File: src/rtl/lbist_fail_log.sv
module lbist_fail_log #(
    parameter int DEPTH = 4,
    parameter int DW    = 6
) (
    input  logic          clk,
    input  logic          rst_n,
    input  logic          clear,
    input  logic          push,
    input  logic [DW-1:0] push_data,
    input  logic          pop,
    output logic          valid,
    output logic [DW-1:0] head,
    output logic          ovf
);
    localparam int PTR_W = (DEPTH > 1) ? $clog2(DEPTH) : 1;
    localparam int CNT_W = $clog2(DEPTH + 1);

    typedef struct packed {
        logic [DEPTH-1:0][DW-1:0] mem;
        logic [PTR_W-1:0]         wr;
        logic [PTR_W-1:0]         rd;
        logic [CNT_W-1:0]         cnt;
        logic                     ovf;
    } log_t;

    log_t s_d, s_q;

    function automatic logic [PTR_W-1:0] bump(input logic [PTR_W-1:0] p);
        return (p == PTR_W'(DEPTH - 1)) ? '0 : p + 1'b1;
    endfunction

    always_comb begin
        logic full, do_push, do_pop;
        s_d     = s_q;
        full    = (s_q.cnt == CNT_W'(DEPTH));
        do_push = push && !full;
        do_pop  = pop && (s_q.cnt != '0);
        if (clear) begin
            s_d.wr  = '0;
            s_d.rd  = '0;
            s_d.cnt = '0;
            s_d.ovf = 1'b0;
        end else begin
            if (push && full) s_d.ovf = 1'b1;
            if (do_push) begin
                s_d.mem[s_q.wr] = push_data;
                s_d.wr          = bump(s_q.wr);
            end
            if (do_pop) s_d.rd = bump(s_q.rd);
            if (do_push && !do_pop)      s_d.cnt = s_q.cnt + 1'b1;
            else if (do_pop && !do_push) s_d.cnt = s_q.cnt - 1'b1;
        end
    end

    always_ff @(posedge clk or negedge rst_n) begin
        if (!rst_n) s_q <= '0;
        else        s_q <= s_d;
    end

    assign valid = (s_q.cnt != '0);
    assign head  = s_q.mem[s_q.rd];
    assign ovf   = s_q.ovf;
endmodule

File: config.mk
export PLATFORM = sky130hd
export DESIGN_NAME = lbist_fail_log
export DESIGN_NICKNAME = d
export VERILOG_FILES = /design/src/rtl/lbist_fail_log.sv
export SDC_FILE = /design/constraint.sdc
export NUM_CORES = 1
export LEC_CHECK = 0
export ABC_CLOCK_PERIOD_IN_PS = 4100
export CORE_ASPECT_RATIO = 0.8
export CORE_UTILIZATION = 35
export DETAILED_ROUTE_END_ITERATION = 6
export PLACE_DENSITY = 0.61
export SETUP_SLACK_MARGIN = 0.3
export SLEW_MARGIN = 40
export SYNTH_ARGS = -nofsm -noshare
export SYNTH_HDL_FRONTEND = slang
export SYNTH_SLANG_ARGS = --single-unit
File: constraint.sdc
create_clock -name clk -period 4.1 [get_ports clk]
set_input_delay 0.82 -clock clk [delete_from_list [all_inputs] [get_ports clk]]
set_output_delay 0.82 -clock clk [all_outputs]
set_load 0.05 [all_outputs]
==> impl_metrics.yaml, run 1 <==
global_route:
  globalRouteOverflowTotal: 0
  globalRouteMet3Util: 0.0352
  antenna_found_initial: 0
  grt_pass1_vias: 1103
  grt_use_met2: 0.233
  gr-usage-all-layers: 0.142
  grt_pass1_wl_um: 5400
  top_usage_layer: "met2"
  use_met1: 0.174
  grt_max_degree: 33
worst_setup_path:
  slowest_delay_ns: 0.71
  critical-path-top-delay-family: "buffers and inverters"
  arrival_ns: 2.22
  cp_slowest_cell: "clkdlybuf4s50_1"
  cp-start-kind: "register"
  critPathBufInv: 1
  path_cells: "mux4_2 -> clkdlybuf4s50_1"
  worstSetupEndpointType: "output pin"
  path_class: "register to output pin"
  path_max_fanout: 9
  cp_data_required_time_ns: 3.28
clock_network:
  cts_tree: "done"
  root_buffer: "clkbuf_8"
  cts-hold-fix-buffers: 0
  path_clk_slew_ns: 0.06
  ctsLongestPathBuffers: 2
  post_cts_buffers: 0
  clock_latency_ns: 0.29
  htreeDepth: 2
  cts_resized: 0
  cts_buffers: 5
  cts.sinks: 32
die:
  core-area_um2: 4650
  initial_core_util: 0.370
  die_w_um: 80.4
  ios: 19
  fp.dieH_um: 64.7
  die_area_um2: 5200
  rows: 22
layout:
  seqCellArea_um2: 801
  final_common_cell: "dfrtp_1"
  final_cell_mix: "dfrtp_1 (32), clkdlybuf4s50_1 (18), mux2_2 (13)"
  syn_to_final_growth_pct: 18.9
  drive_gt1_frac: 0.322
  n_fill_cell: 410
  fin_nets: 159
  multi_input_area_um2: 847
  num_antenna_cells: 0
logic_synthesis:
  yosysWarnings: 0
  synth_top_cell_by_area: "dfrtp_1"
  synth.top_cell.area_share: 0.466
  synth-seq-cells: 32
  ys_types: 34
  synth_cells: 123
  synth.net_count: 140
  synth_area_leaders: "dfrtp_1 (47%), mux2_4 (10%), mux2_2 (8.5%), mux4_2 (7.9%), nand3_4 (4.1%)"
  syn_area_um2: 1720
  avgSynthCellArea_um2: 14.0
  synth.yosys.seq_area_share: 0.466
sta:
  fin_crit_sh: 0.742
  hold_viol_final: 0
  clock_skew_ns: 0.00551
  finalSetupViolCount: 0
  tightest_slew_ns: 0.515
  grt_setup_unrepaired: "false"
  fin_setup_tns_ns: 0
  fmax_mhz: 329
  max-slew-margin-rel: 0.653
  min_period_ns: 3.04
  drv_slew: 0
power_and_ir_drop:
  total_power_uw: 1520
  p_per_area_nw_per_um2: 746
  leakage_uw: 0.000937
  peakVddDrop_uv: 286
routing:
  drt_pre_antenna_iters: 4
  vias_per_cell: 5.16
  drtAntennaViolNets: 0
  drt_wl_total_um: 3180
  drc_errors: 0
  drt_iter0_drc: 49
  wl_per_cell_um: 15.7
  via_count: 1048
placement:
  portBuffers: 18
  place.gp.congestion: 0.739
  hpwlAfterDp_um: 2180
run:
  maxCapViolations: 0
min_path:
  hold_path_class: "register to register"
run_status:
  status: "completed"
## report_power, final
part	switching, µW	leakage, µW	total [µW]	internal, µW
sequential	104	0.000409	541	437
combinational	347	0.000473	684	337
clock	119	0.0000552	299	180
total	570	0.000937	1520	955
## synthesized netlist by cell type
cell      instances
mux2i_1           2
nand3_1           1
nor2_1            7
nand3_4           4
o21a_1            1
dfrtp_1          32
or4_1             1
a211oi_1          1
ha_1              5
a211o_1           1
mux4_2            6
or3_1             1
or3b_1            1
a21oi_1           4
a31o_2            1
inv_1             7
o211ai_1          1
o21ai_0           3
clkbuf_1          2
buf_2             3
mux2_4           12
and3_1            1
nand2_1           1
fa_1              1
and2b_2           1
nor3b_1           1
or3_2             1
o31ai_1           2
buf_6             2
o211a_1           1
mux2_2           13
and3b_1           1
a311oi_1          1
a21o_1            1
## sequential cells by signal, indices dropped and copies added (netlist names)
register / flops
s_q: 31
ovf: 1
## through the flow
stage          instance area (µm²)  std cells  hold WS (ns)  worst slack [ns]  utilization
2_1_floorplan                 1720        123         0.474              1.87            -
3_3_place_gp                  1940        195         0.482              1.32        0.416
3_5_place_dp                  1940        195         0.492              1.21        0.416
4_1_cts                       2040        203         0.506              1.02        0.439
5_1_grt                       2040        203         0.528             0.951        0.439
6_report                      2040        203         0.505              1.06        0.439
## area by class of cell
cell class / count / area share
clock inverter: 2 / 0.0171
tap: 60 / 0.0367
multi-input combinational: 77 / 0.414
inverter: 7 / 0.0129
sequential: 32 / 0.392
timing repair buffer: 19 / 0.0918
clock buffer: 6 / 0.0355
## worst reg2reg max path, cell delays in order (launching register included)
cell      delay (ns)
dfrtp_1         0.48
or3b_1          0.61
and3_1          0.29
fa_1            0.42
and3b_1         0.22
a311oi_1        0.26
a211oi_1        0.08
## per-layer routing
metal / up-vias / share of wire
met3: 8 / 0.030
met1: 541 / 0.44
met4: 0 / 0.020
met5: - / 0
met2: 14 / 0.51
li1: 485 / -
## kinds of logic (layout without fill, tap and decap cells)
group           Yosys count  count (layout)  share of synthesized area
buf+inv                  14              34                     0.0415
fa+ha+maj                 6               6                     0.0480
simple gates             21              21                     0.0968
mux                      33              33                      0.280
compound gates           17              17                     0.0677
flops                    32              32                      0.466
## path summary, 6_finish.rpt
path	slack, ns	to	cells past startpoint	start
worst max register to register	1.60	s_q[3]$_DFFE_PN0P_	6	s_q[2]$_DFFE_PN0P_
worst max-delay path	1.06	head[4]	2	s_q[4]$_DFFE_PN0P_
worst min register to register	0.50	s_q[28]$_DFFE_PN0P_	1	s_q[28]$_DFFE_PN0P_
worst min-delay path	0.50	s_q[28]$_DFFE_PN0P_	1	s_q[28]$_DFFE_PN0P_
min in group asynchronous	0.93	s_q[9]$_DFFE_PN0P_	2	rst_n
max in group asynchronous	2.88	s_q[24]$_DFFE_PN0P_	2	rst_n
Power figures use the tool's default switching activity.
==> inputs of run 2 (changes only) <==
- ABC_CLOCK_PERIOD_IN_PS: 4100 -> 2700
- PLACE_DENSITY: 0.61 -> 0.63
- clock period: 4.1 -> 2.7 ns (I/O delays scaled with it)
==> impl_metrics.yaml, run 2 (synthesized netlist as in run 1, its figures left out) <==
run_status:
  status: "completed"
routing:
  drt_pre_antenna_iters: 4
  drc_errors: 0
  vias_per_cell: 5.14
  drt_iter0_drc: 52
  wl_per_cell_um: 15.4
  drt_wl_total_um: 3180
  via_count: 1063
  drtAntennaViolNets: 0
global_route:
  grt_pass1_vias: 1147
  antenna_found_initial: 0
  grt_pass1_wl_um: 5500
  grt_max_degree: 33
  globalRouteOverflowTotal: 0
  gr-usage-all-layers: 0.142
layout:
  num_antenna_cells: 0
  syn_to_final_growth_pct: 18.9
  top_register: "s_q"
  final_common_cell: "dfrtp_1"
  instances_no_fill: 207
  final_cell_mix: "dfrtp_1 (31), mux2_2 (13), mux2_4 (12)"
  largest_reg_flops: 31
  n_fill_cell: 416
  fin_nets: 164
  drive_gt1_frac: 0.347
  design_area_um2: 2040
sta:
  max-slew-margin-rel: 0.673
  min_period_ns: 2.30
  tightest_slew_ns: 0.489
  fmax_mhz: 434
  grt_setup_unrepaired: "false"
  hold_viol_final: 0
  clock_skew_ns: 0.00877
  finalSetupViolCount: 0
  drv_slew: 0
  fin_crit_sh: 0.854
  fin_setup_tns_ns: 0
placement:
  portBuffers: 18
  place.gp.congestion: 0.713
  hpwlAfterDp_um: 2320
  placed_area_um2: 1970
  numPlacedInstances: 199
clock_network:
  path_clk_slew_ns: 0.07
  cts-hold-fix-buffers: 0
  cts_tree: "done"
  htreeDepth: 2
  clock_latency_ns: 0.28
  cts.sinks: 32
  ctsLongestPathBuffers: 2
  cts_buffers: 5
  root_buffer: "clkbuf_8"
die:
  die_area_um2: 5200
  die_w_um: 80.4
  rows: 22
  ios: 19
  core-area_um2: 4650
  fp.dieH_um: 64.7
  initial_core_util: 0.370
min_path:
  hold_path_class: "register to register"
power_and_ir_drop:
  peakVddDrop_uv: 426
  p_per_area_nw_per_um2: 1060
  leakage_uw: 0.000957
run:
  maxCapViolations: 0
worst_setup_path:
  path_class: "register to output pin"
  worstSetupEndpointType: "output pin"
  path_max_fanout: 7
  cp-start-kind: "register"
  arrival_ns: 1.76
  cp_data_required_time_ns: 2.16
-- run 2: cell types whose count changed in the layout (fill, tap and decap cells not counted), sizes merged --
cell,delta
buf,+5
bufinv,-1
clkdlybuf4s50,-7
dlygate4sd2,+7
-- run 2: final timing paths --
check	start	end	slack (ns)	cells past startpoint
max	s_q[4]$_DFFE_PN0P_	head[4]	0.40	2
min	ovf$_DFFE_PN0P_	ovf$_DFFE_PN0P_	0.50	2
max reg2reg	s_q[2]$_DFFE_PN0P_	s_q[3]$_DFFE_PN0P_	0.46	6
min reg2reg	ovf$_DFFE_PN0P_	ovf$_DFFE_PN0P_	0.50	2
max in group asynchronous	rst_n	s_q[4]$_DFFE_PN0P_	1.72	2
min in group asynchronous	rst_n	s_q[12]$_DFFE_PN0P_	0.65	2
-- run 2: layer usage --
layer  GRT usage  up-vias  wire (µm)
li1            -      496          -
met1       0.182      543       1460
met2       0.228       17       1580
met3      0.0380        7         91
met4      0.0580        0         53
met5           0        -          0
-- run 2: critical path: stages (launching register included) --
cell and delay, ns:
dfrtp_2 0.51, mux4_2 0.54, dlygate4sd2_1 0.44
-- run 2: area by class of cell --
cell class,count,area (µm²),area share
inverter,7,26.3,0.0129
sequential,32,802,0.392
timing repair buffer,24,216,0.106
clock inverter,1,5.00,0.00245
multi-input combinational,77,847,0.414
tap,60,75.1,0.0367
clock buffer,6,72.6,0.0355
-- run 2: power by group --
| group | total [µW] | internal (µW) | switching, µW |
|---|---|---|---|
| Clock | 340 | 175 | 165 |
| Sequential | 825 | 666 | 159 |
| Combinational | 1000 | 472 | 529 |
| Total | 2170 | 1310 | 854 |
-- run 2: repair_timing --
action,in CTS,in global routing
setup buffers,0,1
endpoints found under the setup margin,7,1
resized for setup,8,0
-- run 2: per-stage QoR --
stage	total power [µW]	hold slack (ns)	util	setup slack (ns)
2_1_floorplan	1620	0.244	-	0.470
3_3_place_gp	1840	0.485	0.423	0.261
3_5_place_dp	1890	0.490	0.423	0.236
4_1_cts	2180	0.505	0.438	0.353
5_1_grt	2290	0.522	0.439	0.321
6_report	2170	0.500	0.439	0.395
